File: src/rtl/dhi_pkg.sv
package dhi_pkg;

    localparam int unsigned DW = 16;
    localparam int unsigned BW = 8;

    typedef enum logic [2:0] {
        MODE_OFF0 = 3'b000,
        MODE_OFF1 = 3'b001,
        MODE_S3W  = 3'b010,
        MODE_S4W  = 3'b011,
        MODE_M8   = 3'b100,
        MODE_M16  = 3'b101,
        MODE_I8   = 3'b110,
        MODE_I16  = 3'b111
    } bus_mode_e;

    typedef struct packed {
        logic          vld;
        logic          flag;
        logic [DW-1:0] data;
    } wbeat_t;

    function automatic logic mode_intel(input logic [2:0] m);
        return (bus_mode_e'(m) == MODE_I8) || (bus_mode_e'(m) == MODE_I16);
    endfunction

    function automatic logic mode_moto(input logic [2:0] m);
        return (bus_mode_e'(m) == MODE_M8) || (bus_mode_e'(m) == MODE_M16);
    endfunction

    function automatic logic mode_wide(input logic [2:0] m);
        return (bus_mode_e'(m) == MODE_I16) || (bus_mode_e'(m) == MODE_M16);
    endfunction

    function automatic logic mode_s3(input logic [2:0] m);
        return bus_mode_e'(m) == MODE_S3W;
    endfunction

    function automatic logic mode_s4(input logic [2:0] m);
        return bus_mode_e'(m) == MODE_S4W;
    endfunction

endpackage

File: src/rtl/dhi_sync.sv
module dhi_sync #(
    parameter int unsigned    W   = 1,
    parameter logic [W-1:0]   RST = '0
) (
    input  logic         clk,
    input  logic         rst_n,
    input  logic [W-1:0] din,
    output logic [W-1:0] dout
);

    typedef struct packed {
        logic [W-1:0] st1;
        logic [W-1:0] st2;
    } sync_st_t;

    sync_st_t sync_d, sync_q;

    always_comb begin
        sync_d     = sync_q;
        sync_d.st1 = din;
        sync_d.st2 = sync_q.st1;
    end

    always_ff @(posedge clk or negedge rst_n) begin
        if (!rst_n) begin
            sync_q <= '{st1: RST, st2: RST};
        end else begin
            sync_q <= sync_d;
        end
    end

    assign dout = sync_q.st2;

endmodule

File: src/rtl/dhi_par.sv
module dhi_par
    import dhi_pkg::*;
(
    input  logic          clk,
    input  logic          rst_n,
    input  logic [2:0]    mode,
    input  logic          cs_n_s,
    input  logic          rs_s,
    input  logic          rw_s,
    input  logic          e_s,
    input  logic [DW-1:0] bus_s,
    input  logic [DW-1:0] rd_data_i,
    output wbeat_t        beat,
    output logic          rd_req,
    output logic          oe,
    output logic [DW-1:0] dout
);

    typedef struct packed {
        logic          prev_rw;
        logic          prev_e;
        wbeat_t        wb;
        logic          rd_req;
        logic          oe;
        logic [DW-1:0] dout;
    } par_st_t;

    par_st_t par_d, par_q;
    logic    wr_ev, rd_ev, drive;
    logic    wide;

    always_comb begin
        wide         = mode_wide(mode);
        par_d        = par_q;
        par_d.prev_rw = rw_s;
        par_d.prev_e  = e_s;
        par_d.wb.vld  = 1'b0;
        wr_ev = 1'b0;
        rd_ev = 1'b0;
        drive = 1'b0;
        if (mode_intel(mode)) begin
            // write strobe rises, read strobe falls
            wr_ev = !cs_n_s && rw_s && !par_q.prev_rw;
            rd_ev = !cs_n_s && !e_s && par_q.prev_e;
            drive = !cs_n_s && !e_s;
        end else if (mode_moto(mode)) begin
            // enable falls with write level, rises with read level
            wr_ev = !cs_n_s && !rw_s && !e_s && par_q.prev_e;
            rd_ev = !cs_n_s && rw_s && e_s && !par_q.prev_e;
            drive = !cs_n_s && rw_s && e_s;
        end
        if (wr_ev) begin
            par_d.wb.vld  = 1'b1;
            par_d.wb.flag = rs_s;
            par_d.wb.data = wide ? bus_s : {{(DW-BW){1'b0}}, bus_s[BW-1:0]};
        end
        par_d.rd_req = rd_ev;
        par_d.oe     = drive;
        par_d.dout   = wide ? rd_data_i : {{(DW-BW){1'b0}}, rd_data_i[BW-1:0]};
    end

    always_ff @(posedge clk or negedge rst_n) begin
        if (!rst_n) begin
            par_q         <= '0;
            par_q.prev_rw <= 1'b1;
            par_q.prev_e  <= 1'b1;
        end else begin
            par_q <= par_d;
        end
    end

    assign beat   = par_q.wb;
    assign rd_req = par_q.rd_req;
    assign oe     = par_q.oe;
    assign dout   = par_q.dout;

    // narrow styles never deliver upper-byte bits
    a_r7_narrow_write_upper: assert property (@(posedge clk) disable iff (!rst_n)
        (par_q.wb.vld && !mode[0]) |-> (par_q.wb.data[DW-1:BW] == '0));

    a_r7_narrow_read_upper: assert property (@(posedge clk) disable iff (!rst_n)
        (par_q.oe && !mode[0]) |-> (par_q.dout[DW-1:BW] == '0));

    // a read request lasts a single clock
    a_r4_rdreq_single: assert property (@(posedge clk) disable iff (!rst_n)
        par_q.rd_req |=> !par_q.rd_req);

    // a parallel write beat lasts a single clock
    a_r11_par_single: assert property (@(posedge clk) disable iff (!rst_n)
        par_q.wb.vld |=> !par_q.wb.vld);

endmodule

File: src/rtl/dhi_ser.sv
module dhi_ser
    import dhi_pkg::*;
(
    input  logic       clk,
    input  logic       rst_n,
    input  logic [2:0] mode,
    input  logic       cs_n_s,
    input  logic       scl_s,
    input  logic       sdi_s,
    input  logic       dc_s,
    output wbeat_t     beat
);

    localparam int unsigned F3 = BW + 1;
    localparam int unsigned CW = $clog2(F3 + 1);
    localparam logic [CW-1:0] LAST3 = CW'(F3 - 1);
    localparam logic [CW-1:0] LAST4 = CW'(BW - 1);

    typedef struct packed {
        logic          prev_scl;
        logic [CW-1:0] cnt;
        logic [F3-1:0] sh;
        wbeat_t        wb;
    } ser_st_t;

    ser_st_t       ser_d, ser_q;
    logic [F3-1:0] nsh;
    logic          rise, last, s3, s4;

    always_comb begin
        s3           = mode_s3(mode);
        s4           = mode_s4(mode);
        ser_d        = ser_q;
        ser_d.prev_scl = scl_s;
        ser_d.wb.vld   = 1'b0;
        rise = scl_s && !ser_q.prev_scl && !cs_n_s && (s3 || s4);
        nsh  = {ser_q.sh[F3-2:0], sdi_s};
        last = s3 ? (ser_q.cnt == LAST3) : (ser_q.cnt == LAST4);
        if (cs_n_s) begin
            // deselect drops any partial frame
            ser_d.cnt = '0;
            ser_d.sh  = '0;
        end else if (rise) begin
            ser_d.sh = nsh;
            if (last) begin
                ser_d.cnt     = '0;
                ser_d.wb.vld  = 1'b1;
                ser_d.wb.flag = s3 ? nsh[F3-1] : dc_s;
                ser_d.wb.data = {{(DW-BW){1'b0}}, nsh[BW-1:0]};
            end else begin
                ser_d.cnt = ser_q.cnt + 1'b1;
            end
        end
    end

    always_ff @(posedge clk or negedge rst_n) begin
        if (!rst_n) begin
            ser_q <= '0;
        end else begin
            ser_q <= ser_d;
        end
    end

    assign beat = ser_q.wb;

    // bit counter never leaves a 9-bit frame
    a_r8_cnt_bound: assert property (@(posedge clk) disable iff (!rst_n)
        ser_q.cnt <= LAST3);

    // in 4-wire style the counter never passes the eighth bit
    a_r9_s4_cnt_bound: assert property (@(posedge clk) disable iff (!rst_n)
        s4 |-> (ser_q.cnt <= LAST4));

    // a serial beat lasts a single clock
    a_r11_ser_single: assert property (@(posedge clk) disable iff (!rst_n)
        ser_q.wb.vld |=> !ser_q.wb.vld);

endmodule

File: src/rtl/disp_host_if.sv
module disp_host_if
    import dhi_pkg::*;
(
    input  logic          clk,
    input  logic          rst_n,
    input  logic [2:0]    if_sel,
    input  logic          cs_n,
    input  logic          rs_scl,
    input  logic          rw_wrn,
    input  logic          e_rdn,
    input  logic          sdi,
    input  logic          dc_sel,
    input  logic [DW-1:0] bus_in,
    output logic [DW-1:0] bus_out,
    output logic          bus_oe,
    input  logic [DW-1:0] rd_data_i,
    output logic          rd_req,
    output logic          wr_valid,
    output logic          wr_is_data,
    output logic [DW-1:0] wr_data
);

    localparam int unsigned NCTL = 6;
    // order: dc, sdi, e/rd, rw/wr, rs/scl, cs
    localparam logic [NCTL-1:0] CTL_RST = 6'b001101;

    logic [NCTL-1:0] ctl_s;
    logic [DW-1:0]   bus_s;
    wbeat_t          par_beat, ser_beat;
    logic            par_oe, par_rd;
    logic [DW-1:0]   par_dout;

    dhi_sync #(.W(NCTL), .RST(CTL_RST)) u_ctl_sync (
        .clk  (clk),
        .rst_n(rst_n),
        .din  ({dc_sel, sdi, e_rdn, rw_wrn, rs_scl, cs_n}),
        .dout (ctl_s)
    );

    // data bus delayed to stay aligned with the synchronised strobes
    dhi_sync #(.W(DW), .RST('0)) u_bus_dly (
        .clk  (clk),
        .rst_n(rst_n),
        .din  (bus_in),
        .dout (bus_s)
    );

    dhi_par u_par (
        .clk      (clk),
        .rst_n    (rst_n),
        .mode     (if_sel),
        .cs_n_s   (ctl_s[0]),
        .rs_s     (ctl_s[1]),
        .rw_s     (ctl_s[2]),
        .e_s      (ctl_s[3]),
        .bus_s    (bus_s),
        .rd_data_i(rd_data_i),
        .beat     (par_beat),
        .rd_req   (par_rd),
        .oe       (par_oe),
        .dout     (par_dout)
    );

    dhi_ser u_ser (
        .clk   (clk),
        .rst_n (rst_n),
        .mode  (if_sel),
        .cs_n_s(ctl_s[0]),
        .scl_s (ctl_s[1]),
        .sdi_s (ctl_s[4]),
        .dc_s  (ctl_s[5]),
        .beat  (ser_beat)
    );

    always_comb begin
        wr_valid   = par_beat.vld | ser_beat.vld;
        wr_is_data = par_beat.vld ? par_beat.flag : (ser_beat.vld & ser_beat.flag);
        wr_data    = par_beat.vld ? par_beat.data : (ser_beat.vld ? ser_beat.data : '0);
        bus_oe     = par_oe;
        rd_req     = par_rd;
        bus_out    = par_oe ? par_dout : '0;
    end

    // serial styles never drive the bus nor request reads
    a_r10_serial_no_drive: assert property (@(posedge clk) disable iff (!rst_n)
        (!if_sel[2] && if_sel[1]) |-> (!bus_oe && !rd_req));

    // unused select codes stay completely quiet
    a_r1_off_quiet: assert property (@(posedge clk) disable iff (!rst_n)
        (if_sel[2:1] == 2'b00) |-> (!wr_valid && !bus_oe && !rd_req));

    // merged beat stream pulses for one clock
    a_r11_valid_single: assert property (@(posedge clk) disable iff (!rst_n)
        wr_valid |=> !wr_valid);

endmodule

File: config.mk
export PLATFORM = sky130hd
export DESIGN_NAME = disp_host_if
export DESIGN_NICKNAME = d
export VERILOG_FILES = /design/src/rtl/dhi_pkg.sv /design/src/rtl/dhi_sync.sv /design/src/rtl/dhi_par.sv /design/src/rtl/dhi_ser.sv /design/src/rtl/disp_host_if.sv
export SDC_FILE = /design/constraint.sdc
export NUM_CORES = 1
export LEC_CHECK = 0
export BUFFER_PORTS_ARGS = -buffer_cell sky130_fd_sc_hd__buf_4
export CAP_MARGIN = 20
export CORE_MARGIN = 10
export CORE_UTILIZATION = 45
export DETAILED_ROUTE_END_ITERATION = 7
export PLACE_DENSITY = 0.69
export SETUP_SLACK_MARGIN = 0.15
export SYNTH_ARGS = -nofsm -noshare
export SYNTH_HDL_FRONTEND = slang
export SYNTH_HIERARCHICAL = 1
export SYNTH_SLANG_ARGS = --single-unit
File: constraint.sdc
create_clock -name clk -period 1.75 [get_ports clk]
set_clock_uncertainty 0.05 [all_clocks]
set_input_delay 0.175 -clock clk [delete_from_list [all_inputs] [get_ports clk]]
set_output_delay 0.175 -clock clk [all_outputs]
set_load 0.01 [all_outputs]
* After elaboration in Yosys (flattened, before gate mapping)
Cells that the tools add are included.
Storage, ports and cells: bits in registers 105, output and inout port bits 36, input bits 43
Operators by class: reductions and logical operators 24, eq/ne operators 8, mux-type cells 20, add/subtract/negate cells 1, bitwise gates (word level) 3
Operator list (count):
- 16-bit two-way mux | 4
- 18-bit two-way mux | 3
- 31-bit two-way mux | 1
- 13-bit two-way mux | 1
- 3-bit == test (second input constant) | 4
- 1-bit logical AND | 12
- 1-bit two-way mux | 9
- 8-bit two-way mux | 1
- 3-bit by 2-bit == test with 1-bit output (second input constant) | 2
- 1-bit logical NOT | 6
- 4-bit by 1-bit adder with 4-bit output (second input constant) | 1
- 4-bit by 3-bit == test with 1-bit output (second input constant) | 1
- 4-bit == test (second input constant) | 1
- 1-bit logical OR | 4
- 4-bit two-way mux | 1
- 3-bit AND reduction | 1
- 2-bit nonzero test | 1
- 1-bit bitwise AND | 1
- 1-bit NOT | 1
- 1-bit OR | 1

* Longest topological paths before layout
depth after elaboration 7, mapped depth 5, mapped depth without buffers 4

* By module
Netlist, hierarchy kept.
Modules (own cells, without submodules):
- dhi_par | area each 1645.3 um^2, seq. area each 953.4 um^2, times used 1, cells each 118
- dhi_ser | area each 1128.6 um^2, seq. area each 575.6 um^2, times used 1, cells each 109
- dhi_sync (u_bus_dly) | area each 800.8 um^2, seq. area each 800.8 um^2, times used 1, cells each 32
- disp_host_if | area each 321.6 um^2, seq. area each 0.0 um^2, times used 1, cells each 42
- dhi_sync (u_ctl_sync) | area each 307.8 um^2, seq. area each 307.8 um^2, times used 1, cells each 12

* Worst setup path after synthesis
OpenSTA, ideal clock, no wires.
path type reg2reg, start reg u_par/par_q[36] (netlist name), end reg u_par.par_q, in the netlist u_par/beat[10], data required time 1.575 ns, arrival time 1.745 ns, buffers on the path 1, period minus slack after synthesis 1.921 ns, cell stages (with the launch flop) 5, path slack -0.171 ns, cell sequence dfstp_2 > or4b_4 > a21oi_4 > buf_12 > mux2_4
Between the ends: longest elaborated chain between the ends 3
RTL lines:
- from (decl) | line dhi_par.sv:28 | par_st_t par_d, par_q;
- from (signal assigned) | line dhi_par.sv:68 | par_q <= par_d;
- 1-bit logical AND | line dhi_par.sv:48 | wr_ev = !cs_n_s && !rw_s && !e_s && par_q.prev_e;
- 1-bit two-way mux | line dhi_par.sv:46 | end else if (mode_moto(mode)) begin
- 1-bit two-way mux | line dhi_par.sv:41 | if (mode_intel(mode)) begin
Every way passes these cells. A chain may end at the register's enable or synchronous reset.

* Worst setup path in the final report
start reg u_par/par_q[36] (netlist name), end reg u_par.par_q, in the netlist u_par/beat[16]
The elaborated chain is that of the path after synthesis.

==> flow_summary.html <==
<table>
<tr><th>Metric</th><th>Value</th></tr>
<tr><th colspan="2">Synthesis</th></tr>
<tr><td>Total standard cell area after synthesis</td><td>4200 um^2</td></tr>
<tr><td>Post-synthesis instance total</td><td>313</td></tr>
<tr><td>Sequential-to-total area share from yosys stat</td><td>62.7%</td></tr>
<tr><td>Yosys warning count</td><td>6</td></tr>
<tr><td>Count of flip-flops with a built-in enable after synthesis</td><td>0</td></tr>
<tr><td>Average size of a mapped cell</td><td>13.4 um^2</td></tr>
<tr><td>Area share of the largest cell type after synthesis</td><td>57.7%</td></tr>
<tr><td>Distinct cell type count after synthesis</td><td>39</td></tr>
<tr><td>Leading register cell type out of synthesis</td><td>sky130_fd_sc_hd__dfrtp_1</td></tr>
<tr><td>Top cells by area in the synthesized netlist</td><td>sky130_fd_sc_hd__dfrtp_1 (58%), sky130_fd_sc_hd__buf_4 (9.3%), sky130_fd_sc_hd__mux2_2 (5.1%)</td></tr>
<tr><td>Proportion of synthesized flip-flops having asynchronous set or reset</td><td>100%</td></tr>
<tr><td>Synth area leader</td><td>sky130_fd_sc_hd__dfrtp_1</td></tr>
<tr><td>Flip-flop and latch count after synthesis</td><td>105</td></tr>
<tr><th colspan="2">CTS</th></tr>
<tr><td>Worst skew pair latency</td><td>0.36 ns</td></tr>
<tr><td>Clk sink count</td><td>105</td></tr>
<tr><td>Number of buffers on the longest clock path</td><td>2</td></tr>
<tr><td>Clock slew at the register clock pins of the worst setup and hold paths</td><td>0.10 ns</td></tr>
<tr><td>Number of buffers created by CTS</td><td>9</td></tr>
<tr><td>Clock Root Buffer</td><td>sky130_fd_sc_hd__clkbuf_8</td></tr>
<tr><td>TritonCTS clock tree</td><td>yes</td></tr>
<tr><td>Number of levels the H-tree was split into</td><td>3</td></tr>
<tr><th colspan="2">Power and ir drop</th></tr>
<tr><td>Total internal power</td><td>0.00352 W</td></tr>
<tr><td>PwrDens</td><td>822 nW/um^2</td></tr>
<tr><td>Leak Pwr</td><td>2.68 nW</td></tr>
<tr><td>Comb power frac</td><td>9.5%</td></tr>
<tr><td>Switching pwr</td><td>0.00103 W</td></tr>
<tr><td>Worst IR Drop VDD</td><td>0.484 mV</td></tr>
<tr><td>Switch share</td><td>22.6%</td></tr>
<tr><td>Part of the power in the clock network</td><td>32.1%</td></tr>
<tr><td>Power share of the sequential group</td><td>58.4%</td></tr>
<tr><th colspan="2">Routing</th></tr>
<tr><td>Iteration-0 DRC Markers</td><td>92</td></tr>
<tr><td>Number of design rule violations left after detail routing</td><td>0</td></tr>
<tr><td>Vias</td><td>2,509</td></tr>
<tr><td>Overall routed net length</td><td>8670 um</td></tr>
<tr><td>Detailed-route wire length per cell</td><td>16.5 um</td></tr>
<tr><td>Number of optimization iterations in the first detailed-route pass</td><td>4</td></tr>
<tr><td>Number of vias per cell after detailed routing</td><td>4.79</td></tr>
<tr><td>Antenna Violating Nets Remaining</td><td>0</td></tr>
<tr><th colspan="2">Critical path</th></tr>
<tr><td>Critical path cell sequence</td><td>or4b_4 &gt; a21oi_4 &gt; buf_12 &gt; mux2_2</td></tr>
<tr><td>Data arrival time of the critical path</td><td>2.05 ns</td></tr>
<tr><td>Element type at the critical path start</td><td>register</td></tr>
<tr><td>Required time worst endpoint</td><td>1.95 ns</td></tr>
<tr><td>Type of the setup path with the least slack</td><td>reg2reg</td></tr>
<tr><td>Nature of the critical path endpoint</td><td>register</td></tr>
<tr><td>CP max stage delay</td><td>0.53 ns</td></tr>
<tr><td>Max FO, Critical Path</td><td>18</td></tr>
<tr><td>Worst path top cell family by delay</td><td>flip-flops</td></tr>
<tr><td>Total buffers and inverters traversed by the critical path</td><td>1</td></tr>
<tr><td>Critical path's slowest cell</td><td>sky130_fd_sc_hd__dfstp_2</td></tr>
<tr><th colspan="2">Timing</th></tr>
<tr><td>Maximum clock frequency</td><td>539 MHz</td></tr>
<tr><td>Slew Viols, Final</td><td>0</td></tr>
<tr><td>Crit path time final</td><td>1.85 ns</td></tr>
<tr><td>Share of the clock period used by the worst path after layout</td><td>106%</td></tr>
<tr><td>Setup violations, final</td><td>22</td></tr>
<tr><td>Setup repair after global routing missed its margin</td><td>true</td></tr>
<tr><td>Crit path setup slack, layout</td><td>-0.104 ns</td></tr>
<tr><td>Hold Fails Final Rpt</td><td>0</td></tr>
<tr><th colspan="2">Global routing</th></tr>
<tr><td>GRT overflow</td><td>0</td></tr>
<tr><td>Global-route wire length before repair</td><td>13,800 um</td></tr>
<tr><td>Vias in the first global route</td><td>2,713</td></tr>
<tr><td>Antenna violations before repair</td><td>0</td></tr>
<tr><td>Largest net degree at the start of global routing</td><td>54</td></tr>
<tr><td>Total global-route track usage</td><td>13.2%</td></tr>
<tr><th colspan="2">Job</th></tr>
<tr><td>Count of maximum capacitance violations</td><td>0</td></tr>
<tr><th colspan="2">Cells and area</th></tr>
<tr><td>Share of post-route cells with drive strength above 1</td><td>41.2%</td></tr>
<tr><td>Filler cell count in the final layout</td><td>708</td></tr>
<tr><td>Count of antenna diodes in the layout</td><td>0</td></tr>
<tr><td>Final Non-Filler Cells</td><td>524</td></tr>
<tr><td>Area growth, synth to finish</td><td>31.7%</td></tr>
<tr><td>Total area of sequential cells</td><td>2640 um^2</td></tr>
<tr><td>Multi-input logic area</td><td>1170 um^2</td></tr>
<tr><td>Number of nets at the end of the flow</td><td>453</td></tr>
<tr><th colspan="2">Floorplanning</th></tr>
<tr><td>Chip height</td><td>117 um</td></tr>
<tr><td>Number of top-level design ports</td><td>79</td></tr>
<tr><td>Rows</td><td>35</td></tr>
<tr><td>Starting utilization of the core area</td><td>45.9%</td></tr>
<tr><td>Horizontal die dimension</td><td>117 um</td></tr>
<tr><td>Core Area</td><td>9150 um^2</td></tr>
<tr><td>Floorplan die area</td><td>13,600 um^2</td></tr>
<tr><th colspan="2">Placement</th></tr>
<tr><td>Half-perimeter wire length of the detailed placement result</td><td>5500 um</td></tr>
<tr><td>Final weighted congestion of routability-driven global placement</td><td>0.746</td></tr>
<tr><td># placed instances</td><td>463</td></tr>
<tr><td>Worst slack after detailed placement</td><td>-0.109 ns</td></tr>
<tr><td>IO Port Bufs</td><td>78</td></tr>
<tr><th colspan="2">Run status</th></tr>
<tr><td>Status</td><td>finished, violations left</td></tr>
<tr><td>Violations in the final reports</td><td>negative setup slack</td></tr>
<tr><th colspan="2">Min path</th></tr>
<tr><td>Type of the worst min-delay path</td><td>in2reg</td></tr>
</table>
[cell usage in the layout, fill, tap and decap left out, types with 9 or more instances in the layout]
cell,Yosys,routed
sky130_fd_sc_hd__dfrtp_1,97,96
sky130_fd_sc_hd__buf_6,3,19
sky130_fd_sc_hd__clkbuf_8,0,9
sky130_fd_sc_hd__and2_1,16,16
sky130_fd_sc_hd__dlygate4sd3_1,0,35
sky130_fd_sc_hd__mux2_2,19,9
sky130_fd_sc_hd__mux2_4,9,19
sky130_fd_sc_hd__nand2_1,24,23
sky130_fd_sc_hd__and3_1,16,16
sky130_fd_sc_hd__a22o_1,16,14
sky130_fd_sc_hd__a21oi_1,10,10
sky130_fd_sc_hd__buf_4,52,77
[worst register-to-register path: stages, from the launching register on]
cell and delay (ns):
sky130_fd_sc_hd__dfstp_2 0.53, sky130_fd_sc_hd__or4b_4 0.47, sky130_fd_sc_hd__a21oi_4 0.16, sky130_fd_sc_hd__buf_12 0.19
sky130_fd_sc_hd__mux2_2 0.35
[flip-flops by register name, summed over array words and instances, names as in the netlist]
signal	cells
u_par/oe	1
u_par/dout	16
u_ser/ser_q	5
u_ser/nsh	8
u_ctl_sync/dout	6
u_par/rd_req	1
u_bus_dly/dout	16
u_par/par_q	2
u_bus_dly/sync_d	16
u_ser/beat	10
u_par/beat	18
u_ctl_sync/sync_d	6
[cell families (layout without fill, tap and decap cells)]
family                   Yosys count  after routing  share of synthesized area [%]
flip-flops                       105            105                           62.7
AND/OR/NAND/NOR                   77             77                           10.6
buffers and inverters             67            160                           11.9
AO/OA/AOI/OAI                     33             33                           5.83
multiplexers                      29             29                           8.54
adder cells (fa/ha/maj)            1              1                          0.298
other                              1              8                         0.0892
[per-stage QoR]
stage	util (%)	cell area (um^2)	hold WS, ns	total power (W)	TNS [ns]
CTS	59.8	5470	0.00284	0.00459	-1.49
finish	60.5	5540	0.0139	0.00455	-1.51
detailed placement	50.7	4640	0.0266	0.00305	-1.37
floorplan	-	4230	-0.171	0.00297	-1.71
global route	60.5	5540	0.00249	0.00475	-2.73
global placement	50.7	4640	0.0257	0.00303	-0.976
[path summary, 6_finish.rpt]
path                                 startpoint            endpoint  slack (ns)  depth (start not counted)
min reg2reg                u_bus_dly/sync_d[13]  u_bus_dly/dout[13]        0.28                          0
max                             u_par/par_q[36]      u_par/beat[16]       -0.10                          4
min in group asynchronous                 rst_n   u_bus_dly/dout[5]        0.17                          2
max in group asynchronous                 rst_n        u_par/rd_req        0.76                          3
min                                rd_data_i[8]       u_par/dout[8]        0.01                          2
max reg2reg                     u_par/par_q[36]      u_par/beat[16]       -0.10                          4
[routing by layer]
metal,share of wire (%),GRT usage (%)
met1,42,15.8
met2,51,21.7
met3,6.0,4.47
met4,1.1,5.02
met5,0,0
[synthesized netlist by cell type, drive strengths merged (2+ instances only)]
master,number
nand2b,2
nor2,6
and3,16
a31oi,2
inv,3
clkbuf,7
a22o,16
dfstp,8
a21oi,11
mux2,28
dfrtp,97
and2,16
nand3b,2
buf,57
nand2,24
o21ai,2
[area by class of cell]
class	count	area share, %
tap	111	2.51
inverter	3	0.203
timing repair buffer	142	25.0
clock buffer	10	2.31
clock inverter	5	1.15
sequential	105	47.7
multi-input combinational	148	21.1
[repair_timing]
action / in CTS / in global routing
resized for setup: 33 / 11
hold endpoints to repair: 97 / 1
pin swaps: 9 / 8
gates cloned: 4 / 0
endpoints found under the setup margin: 41 / 45
setup buffers: 6 / 1
hold buffers: 34 / 1
[power by group through the flow]
stage	registers [W]	clock network, W	logic, W
2_1_floorplan	0.00268	0	0.000294
3_3_place_gp	0.00270	0	0.000337
3_5_place_dp	0.00270	0	0.000348
4_1_cts	0.00266	0.00150	0.000431
5_1_grt	0.00268	0.00161	0.000473
6_report	0.00266	0.00146	0.000433
(Power assumes the default switching activity.)
